File: config.mk
export PLATFORM = sky130hd
export DESIGN_NAME = hblk_seq_gen
export DESIGN_NICKNAME = d
export VERILOG_FILES = /design/src/rtl/hblk_pkg.sv /design/src/rtl/hblk_cfg_regs.sv /design/src/rtl/hblk_timebase.sv /design/src/rtl/hblk_region.sv /design/src/rtl/hblk_seq_gen.sv
export SDC_FILE = /design/constraint.sdc
export NUM_CORES = 1
export LEC_CHECK = 0
export ABC_AREA = 1
export BUFFER_PORTS_ARGS = -buffer_cell sky130_fd_sc_hd__buf_2
export CELL_PAD_IN_SITES_DETAIL_PLACEMENT = 2
export CELL_PAD_IN_SITES_GLOBAL_PLACEMENT = 2
export CORE_AREA = 2 2 268 270
export CTS_CLUSTER_SIZE = 8
export DETAILED_ROUTE_END_ITERATION = 10
export DIE_AREA = 0 0 270 272
export PLACE_DENSITY_LB_ADDON = 0.25
export SLEW_MARGIN = 20
export SYNTH_ARGS = -nofsm -noshare
export SYNTH_HDL_FRONTEND = slang
export SYNTH_HIERARCHICAL = 1
export SYNTH_SLANG_ARGS = --single-unit
File: constraint.sdc
create_clock -name clk -period 8.6 [get_ports clk]
set_clock_uncertainty 0.1 [all_clocks]
set_input_delay 1.72 -clock clk [delete_from_list [all_inputs] [get_ports clk]]
set_output_delay 1.72 -clock clk [all_outputs]
set_load 0.01 [all_outputs]
File: src/rtl/hblk_pkg.sv
package hblk_pkg;
    parameter int CW       = 12;
    parameter int NSEQ     = 4;
    parameter int NTOG     = 6;
    parameter int NREG     = 4;
    parameter int AW       = 6;
    parameter int LOCK_DLY = 7;

    localparam int SEQ_W     = $clog2(NSEQ);
    localparam int REG_W     = $clog2(NREG);
    localparam int DLY_W     = $clog2(LOCK_DLY + 1);
    localparam int ADDR_SCP  = NSEQ * NTOG;
    localparam int ADDR_PTR  = ADDR_SCP + NREG;
    localparam int ADDR_MASK = ADDR_PTR + NREG;
    localparam int ADDR_EXT  = ADDR_MASK + NSEQ;

    typedef logic [CW-1:0]    pos_t;
    typedef logic [SEQ_W-1:0] seq_t;
    typedef logic [REG_W-1:0] reg_t;

    typedef struct packed {
        logic [NSEQ*NTOG-1:0][CW-1:0] tog;
        logic [NREG-1:0][CW-1:0]      scp;
        logic [NREG-1:0][SEQ_W-1:0]   ptr;
        logic [NSEQ-1:0]              mask;
        logic                         dir;
        logic                         pol;
        logic                         xmask;
    } cfg_t;
endpackage

File: src/rtl/hblk_cfg_regs.sv
module hblk_cfg_regs
    import hblk_pkg::*;
(
    input  logic          clk,
    input  logic          rst_n,
    input  logic          we,
    input  logic [AW-1:0] addr,
    input  logic [CW-1:0] wdata,
    output cfg_t          cfg
);
    cfg_t cfg_d, cfg_q;

    always_comb begin
        cfg_d = cfg_q;
        if (we) begin
            for (int i = 0; i < NSEQ*NTOG; i++)
                if (int'(addr) == i) cfg_d.tog[i] = wdata;
            for (int k = 0; k < NREG; k++) begin
                if (int'(addr) == ADDR_SCP + k) cfg_d.scp[k] = wdata;
                if (int'(addr) == ADDR_PTR + k) cfg_d.ptr[k] = wdata[SEQ_W-1:0];
            end
            for (int s = 0; s < NSEQ; s++)
                if (int'(addr) == ADDR_MASK + s) cfg_d.mask[s] = wdata[0];
            if (int'(addr) == ADDR_EXT) begin
                cfg_d.dir   = wdata[0];
                cfg_d.pol   = wdata[1];
                cfg_d.xmask = wdata[2];
            end
        end
    end

    always_ff @(posedge clk or negedge rst_n) begin
        if (!rst_n) begin
            cfg_q     <= '0;
            cfg_q.tog <= '1;
        end else begin
            cfg_q <= cfg_d;
        end
    end

    assign cfg = cfg_q;
endmodule

File: src/rtl/hblk_timebase.sv
module hblk_timebase
    import hblk_pkg::*;
(
    input  logic clk,
    input  logic rst_n,
    input  logic hsync_n,
    input  logic vsync_n,
    output pos_t pix,
    output pos_t pix_next,
    output pos_t line,
    output logic line_start
);
    typedef struct packed {
        logic             hs;
        logic             vs;
        logic             armed;
        logic [DLY_W-1:0] dly;
        pos_t             pix;
        pos_t             line;
    } tb_t;

    tb_t  tb_d, tb_q;
    logic hs_fall, vs_fall, restart;

    always_comb begin
        tb_d    = tb_q;
        hs_fall = tb_q.hs & ~hsync_n;
        vs_fall = tb_q.vs & ~vsync_n;
        restart = tb_q.armed && (tb_q.dly == DLY_W'(LOCK_DLY));
        tb_d.hs = hsync_n;
        tb_d.vs = vsync_n;
        if (restart) begin
            tb_d.pix   = '0;
            tb_d.armed = 1'b0;
        end else begin
            if (tb_q.pix != '1) tb_d.pix = tb_q.pix + 1'b1;
            if (tb_q.armed)     tb_d.dly = tb_q.dly + 1'b1;
        end
        if (hs_fall) begin
            tb_d.armed = 1'b1;
            tb_d.dly   = DLY_W'(1);
        end
        if (vs_fall)      tb_d.line = '0;
        else if (hs_fall) tb_d.line = tb_q.line + 1'b1;
    end

    always_ff @(posedge clk or negedge rst_n) begin
        if (!rst_n) begin
            tb_q    <= '0;
            tb_q.hs <= 1'b1;
            tb_q.vs <= 1'b1;
        end else begin
            tb_q <= tb_d;
        end
    end

    assign pix        = tb_q.pix;
    assign pix_next   = tb_d.pix;
    assign line       = tb_q.line;
    assign line_start = restart;
endmodule

File: src/rtl/hblk_region.sv
module hblk_region
    import hblk_pkg::*;
(
    input  pos_t                    line,
    input  logic [NREG-1:0][CW-1:0] scp,
    output reg_t                    region
);
    always_comb begin
        region = '0;
        for (int k = 1; k < NREG; k++)
            if (line >= scp[k]) region = REG_W'(k);
    end
endmodule

File: src/rtl/hblk_seq_gen.sv
module hblk_seq_gen
    import hblk_pkg::*;
(
    input  logic          clk,
    input  logic          rst_n,
    input  logic          hsync_n,
    input  logic          vsync_n,
    input  logic          ext_blank_in,
    input  logic          h1_clk_in,
    input  logic          cfg_we,
    input  logic [5:0]    cfg_addr,
    input  logic [11:0]   cfg_wdata,
    output logic          blank_out,
    output logic          h1_out,
    output logic [11:0]   pix_cnt,
    output logic [11:0]   line_cnt
);
    typedef struct packed {
        logic [NTOG-1:0][CW-1:0] tog;
        logic                    mask;
        logic                    blank;
        logic [1:0]              ext_sync;
    } act_t;

    cfg_t  cfg;
    pos_t  pix, pix_next, line;
    logic  line_start;
    reg_t  region;
    seq_t  sel_seq;
    act_t  act_d, act_q;
    logic [NTOG-1:0] hit;
    logic  ext_level, mask_lvl;
    logic  ext_dir_w, ext_pol_w;

    hblk_cfg_regs u_regs (
        .clk(clk), .rst_n(rst_n), .we(cfg_we),
        .addr(cfg_addr), .wdata(cfg_wdata), .cfg(cfg)
    );

    hblk_timebase u_time (
        .clk(clk), .rst_n(rst_n), .hsync_n(hsync_n), .vsync_n(vsync_n),
        .pix(pix), .pix_next(pix_next), .line(line), .line_start(line_start)
    );

    hblk_region u_region (
        .line(line), .scp(cfg.scp), .region(region)
    );

    assign sel_seq = cfg.ptr[region];

    always_comb begin
        act_d          = act_q;
        act_d.ext_sync = {act_q.ext_sync[0], ext_blank_in};
        if (line_start) begin
            for (int t = 0; t < NTOG; t++)
                act_d.tog[t] = cfg.tog[int'(sel_seq)*NTOG + t];
            act_d.mask = cfg.mask[sel_seq];
        end
        for (int t = 0; t < NTOG; t++)
            hit[t] = (act_d.tog[t] == pix_next);
        if (line_start)          act_d.blank = ^hit;
        else if (pix != '1)      act_d.blank = act_q.blank ^ (^hit);
    end

    always_ff @(posedge clk or negedge rst_n) begin
        if (!rst_n) begin
            act_q     <= '0;
            act_q.tog <= '1;
        end else begin
            act_q <= act_d;
        end
    end

    assign ext_dir_w = cfg.dir;
    assign ext_pol_w = cfg.pol;
    assign ext_level = cfg.pol ? act_q.ext_sync[1] : ~act_q.ext_sync[1];
    assign blank_out = cfg.dir ? ext_level : act_q.blank;
    assign mask_lvl  = cfg.dir ? cfg.xmask : act_q.mask;
    assign h1_out    = blank_out ? mask_lvl : h1_clk_in;
    assign pix_cnt   = pix;
    assign line_cnt  = line;
endmodule

# Yosys cells after proc, flatten, opt, wreduce, memory -nomap -nowiden
# Cells that the tools add are included.
[classes] add_sub_neg=8 mul=1 div_mod_pow=0 magnitude_cmp=11 n_eq_ne=44 shift=0 muxes=40 bitwise=6 reduce_logical=44
[op_table] cell="binary-select mux 12 bit (select 5 bit)" count=5
[op_table] cell="two-way mux 12 bit" count=16
[op_table] cell="< comparator 32 x 7 -> 1 bit (second input constant)" count=5
[op_table] cell="equality test 6 bit (second input constant)" count=20
[op_table] cell="AND reduction 2 bit" count=37
[op_table] cell="two-way mux 73 bit" count=1
[op_table] cell="equality test 12 bit" count=6
[op_table] cell="adder 32 x 3 -> 32 bit (second input constant)" count=2
[op_table] cell="binary-select mux 12 bit (select 4 bit)" count=1
[op_table] cell="equality test 6 x 5 -> 1 bit (second input constant)" count=8
[op_table] cell=">= comparator 12 bit" count=3
[op_table] cell="adder 32 x 2 -> 32 bit (second input constant)" count=1
[op_table] cell="adder 32 x 4 -> 32 bit (second input constant)" count=1
[op_table] cell="adder 12 x 1 -> 12 bit (second input constant)" count=2
[op_table] cell="equality test 6 x 4 -> 1 bit (second input constant)" count=4
[op_table] cell="equality test 6 x 3 -> 1 bit (second input constant)" count=2
[op_table] cell="inequality test 12 bit (second input constant)" count=1
[op_table] cell="two-way mux 1 bit" count=9
[op_table] cell="nonzero test 2 bit" count=4
[op_table] cell="adder 5 x 3 -> 6 bit (second input constant)" count=1
[op_table] cell="equality test 6 x 2 -> 1 bit (second input constant)" count=1
[op_table] cell="zero test 6 bit" count=1
[op_table] cell="< comparator 2 x 3 -> 1 bit (second input constant)" count=2
[op_table] cell="< comparator 6 bit (second input constant)" count=1
[op_table] cell="14 further kinds" count=20
[totals] reg_bits=445 latch_bits=0 mem_bits_rw=0 romBits=0 input_bits=25 output_inout_bits=26 wordCells=207 memories=0

# Longest topological paths before layout
[logic_depth] depth_word=17 mapped_depth=44 depth_no_buf=40

# Cells and area by module
# The synthesis kept the hierarchy.
[by_module_without_submodules] module="hblk_cfg_regs" n_inst=1 cells_per_inst=1509 area_per_inst_um2=13759.4 seq_area_each_um2=9143.8
[by_module_without_submodules] module="hblk_seq_gen" n_inst=1 cells_per_inst=2125 area_per_inst_um2=11516.0 seq_area_each_um2=1991.9
[by_module_without_submodules] module="hblk_timebase" n_inst=1 cells_per_inst=235 area_per_inst_um2=1835.5 seq_area_each_um2=753.2
[by_module_without_submodules] module="hblk_region" n_inst=1 cells_per_inst=161 area_per_inst_um2=963.4 seq_area_each_um2=0.0

# Worst setup path after synthesis
# No wires, ideal clock.
[synth_timing] kind="flip-flop to flip-flop" from="register u_time.tb_q (netlist bit u_time/line[9])" to="register act_q[2] in the netlist's numbering" t_arrival_ns=4.163 slack_ns=4.219 stages_incl_launch_ff=39 path_buffers=6 cell_sequence="dfrtp_1 buf_4 ha_1 a21oi_1 nor2_1 nor2_1 nand2_1 nor2_2 nand2_1 nand2_1 inv_2 nand2_1 nand3_2 nand2_2 inv_2 buf_6 buf_2 ha_1 [... 3 more ...] buf_1 nand3_1 nand3_1 nand3_1 nand2_1 nand2_1 nand2_1 nand2_1 nor2_1 nand2_1 nor2_1 nand2_1 nand2_1 nand2_1 nand2_1 nand2_1 nand3_1 nand2_1"
[synth_between] elab_chain_cells=17 word_cells_on_any_way=43 cone_classes="add/sub (5); mul (1); order compare (3); eq/ne (6); mux (26); bitwise (1); reduce/logical (1)"
[synth_rtl] element="start, declared" line="hblk_timebase.sv:22" rtl="tb_t tb_d, tb_q;"
[synth_rtl] element="start signal, assigned" line="hblk_timebase.sv:53" rtl="tb_q <= tb_d;"
[synth_rtl] element=">= comparator 12 bit" line="hblk_region.sv:11" rtl="if (line >= scp[k]) region = REG_W'(k);"
[synth_rtl] element="two-way mux 1 bit" line="hblk_region.sv:11"
[synth_rtl] element="two-way mux 2 bit" line="hblk_region.sv:11"
[synth_rtl] element="two-way mux 2 bit *" line="hblk_region.sv:11"
[synth_rtl] element="net region[0]" line="hblk_seq_gen.sv:28" rtl="reg_t region;"
[synth_rtl] element="binary-select mux 2 bit (select 2 bit) *" line="hblk_seq_gen.sv:49" rtl="assign sel_seq = cfg.ptr[region];"
[synth_rtl] element="two-way mux 2 bit (not written as such) *" line="hblk_seq_gen.sv:49"
[synth_rtl] element="multiplier 2 x 2 -> 4 bit *" line="hblk_seq_gen.sv:56" rtl="act_d.tog[t] = cfg.tog[int'(sel_seq)*NTOG + t];"
[synth_rtl] element="adder 32 x 2 -> 32 bit, or another cell as far along" line="hblk_seq_gen.sv:56"
[synth_rtl] element="binary-select mux 12 bit (select 5 bit)" line="hblk_seq_gen.sv:56"
[synth_rtl] element="two-way mux 12 bit (not written as such) (2 in a row)" line="hblk_seq_gen.sv:56"
[synth_rtl] element="two-way mux 73 bit *" line="hblk_seq_gen.sv:54" rtl="if (line_start) begin"
[synth_rtl] element="equality test 12 bit" line="hblk_seq_gen.sv:60" rtl="hit[t] = (act_d.tog[t] == pix_next);"
[synth_rtl] element="parity 6 bit *" line="hblk_seq_gen.sv:61, hblk_seq_gen.sv:62"
[synth_rtl] element="XOR 1 bit" line="hblk_seq_gen.sv:62" rtl="else if (pix != '1) act_d.blank = act_q.blank ^ (^hit);"
[synth_rtl] element="two-way mux 1 bit" line="hblk_seq_gen.sv:62"
[synth_rtl] element="two-way mux 1 bit *" line="hblk_seq_gen.sv:61" rtl="if (line_start) act_d.blank = ^hit;"
[synth_rtl] element="end signal, assigned" line="hblk_seq_gen.sv:70" rtl="act_q <= act_d;"
[synth_rtl] element="end, declared" line="hblk_seq_gen.sv:30" rtl="act_t act_d, act_q;"
# Mark *: on every way through the listed nets, which the timed path passes. The rest lies on a longest branch. The select of a mux whose other input is x is not followed.
# A chain may end at the register's enable or synchronous reset.

# Final worst setup path
[layout_timing] from="register u_time.tb_q (netlist bit u_time/line[0])" to="register act_q[2] in the netlist's numbering"
# The elaborated chain is that of the path after synthesis.

==> reports/qor.csv <==
stage,metric,value,unit
outcome,status,"finished, final reports clean",
setup_path,worstPathMaxFanout,86,
setup_path,cp-start-kind,flip-flop,
cts,clk_pin_slew,0.06,ns
cts,clk_latency,0.62,ns
setup_path,cp-end-kind,flip-flop,
setup_path,critPathMaxStageDelay,0.98,ns
floorplanning,pin_count,51,
global_route,grt_pass1_wl,191000,µm
layout,nets,3945,
setup_path,crit_arrival,7.30,ns
setup_path,slowest_stage,a32oi_1,
setup_path,cp.required,9.00,ns
place,dpl_cell_area,28000,µm²
timing,fin_crit_sh,0.803,
timing,worstMarginPinSlew,1.25,ns
floorplanning,row_count,98,
floorplanning,initial_core_util,0.390,
layout,final_cell_mix,"nand2_1 (1499), nand3_1 (671), inv_1 (399)",
global_route,grt_overflow,0,
hold_path,hold_class,flip-flop to flip-flop,
run,drv_cap,0,
cts,hold_buffers,0,
floorplanning,core_area,70800,µm²
global_route,grt_usage,0.340,
cts,cts_sinks,445,
detailed_routing,wl,124000,µm
floorplanning,die-height,272,µm
layout,area_growth,8.25,%
cts,htreeDepth,3,
cts,cts_setup_buffers,0,
timing,period_minus_slack,6.90,ns
cts,cts_tree,built,
layout,antenna_cells,0,
detailed_routing,wl_per_cell,25.6,µm
timing,max-slew-margin-rel,0.164,
synth,netlist_area,27600,µm²
detailed_routing,antenna_left,0,
global_route,antenna_found_initial,1,
synth,yosys_warnings,6,
layout,drive_above_1_share,0.170,
power,leakagePower,14.7,nW
cts,numCtsBuffers,66,
power,ir_drop,349,µV
power,power.total,0.0120,W
timing,report.final.slew_viol_count,0,
place,io_buffers,50,
power,power.density,400,nW/µm²
place,place.gp.congestion,0.873,
floorplanning,die_w,270,µm
synth,syn_nets,4047,
timing,hold_ws,0.247,ns
detailed_routing,drtPass1Iterations,5,
detailed_routing,viasPerCell,5.70,
cts,cts_root_buffer,clkbuf_16,
detailed_routing,drtIter0Drc,2194,
setup_path,worstSetupPathType,flip-flop to flip-flop,
global_route,grt_max_degree,151,
cts,cts_buffer_depth,3,
floorplanning,dieArea,73400,µm²
global_route,grt_pass1_vias,29900,
synth,syn_area_per_cell,6.94,µm²
layout,final_area,29900,µm²
place,dp_hpwl,80800,µm
setup_path,crit_top_cell,nand2_1,
detailed_routing,vias,27700,
timing,fmaxAchievable,145,MHz
timing,finalSetupViolCount,0,
timing,finalHoldViolations,0,
layout,final_common_cell,nand2_1,
timing,rsz0062_at_grt,false,
cts,cts_resized,0,
synth,syn_inst,3978,
layout,fin_util,0.423,
timing,finalSetupTns,0,ns
layout,num-fill-cells,8539,
detailed_routing,drcViolationCount,0,
[sequential cells by signal (all words and copies together), names as in the netlist]
| register | flops |
|---|---|
| u_time/line | 12 |
| u_time/pix | 12 |
| act_d | 1 |
| u_regs/cfg | 339 |
| u_time/tb_q | 6 |
| act_q | 75 |
[worst max-delay path, delay by kind of cell (launching register included)]
family                     cells  cell delay [ns]
AOI/OAI and AO/OA              1             0.98
adders and majority gates      2             1.04
buffers and inverters          5             1.63
DFF                            1             0.48
and+or+nand+nor               25             2.47
[layout make-up]
cell class | count | area (µm²) | area share
Timing Repair Buffer | 95 | 636 | 0.0213
Tap cell | 950 | 1190 | 0.0398
Sequential cell | 445 | 11600 | 0.388
Inverter | 421 | 1590 | 0.0530
Multi-Input combinational cell | 2847 | 13000 | 0.436
Clock buffer | 88 | 1790 | 0.0598
Clock inverter | 6 | 67.6 | 0.00226
[stage by stage]
stage / setup slack (ns) / instances
final: 1.70 / 4852
after global routing: 1.25 / 4852
after CTS: 1.88 / 4852
after detailed placement: 1.92 / 4758
after global placement: 2.06 / 4758
after floorplan: 4.22 / 3978
[path summary, 6_finish.rpt]
check | from | end | slack (ns) | depth (start not counted)
worst max-delay path | u_time/line[0] | act_q[2] | 1.70 | 33
worst min-delay path | act_d[1] | act_q[1] | 0.25 | 0
worst max register to register | u_time/line[0] | act_q[2] | 1.70 | 33
worst min register to register | act_d[1] | act_q[1] | 0.25 | 0
max in group asynchronous | rst_n | u_regs/cfg[257] | 5.48 | 3
min in group asynchronous | rst_n | u_time/line[4] | 0.99 | 1
[report_power, final]
group          internal, W  total (W)  leakage [nW]  switching, W
Clock              0.00144    0.00250         0.902       0.00105
Combinational      0.00176    0.00647          8.91       0.00471
Sequential         0.00276    0.00300          4.86      0.000239
Total              0.00596     0.0120          14.7       0.00601
[metal layers]
metal  share of wire  vias to the layer above  GRT usage
li1                -                    12300          -
met1            0.44                    14300      0.464
met2            0.46                      821      0.544
met3           0.065                      205     0.0539
met4           0.036                        2      0.127
met5        0.000089                        -          0
No activity file was read; power rests on OpenSTA's default activity.
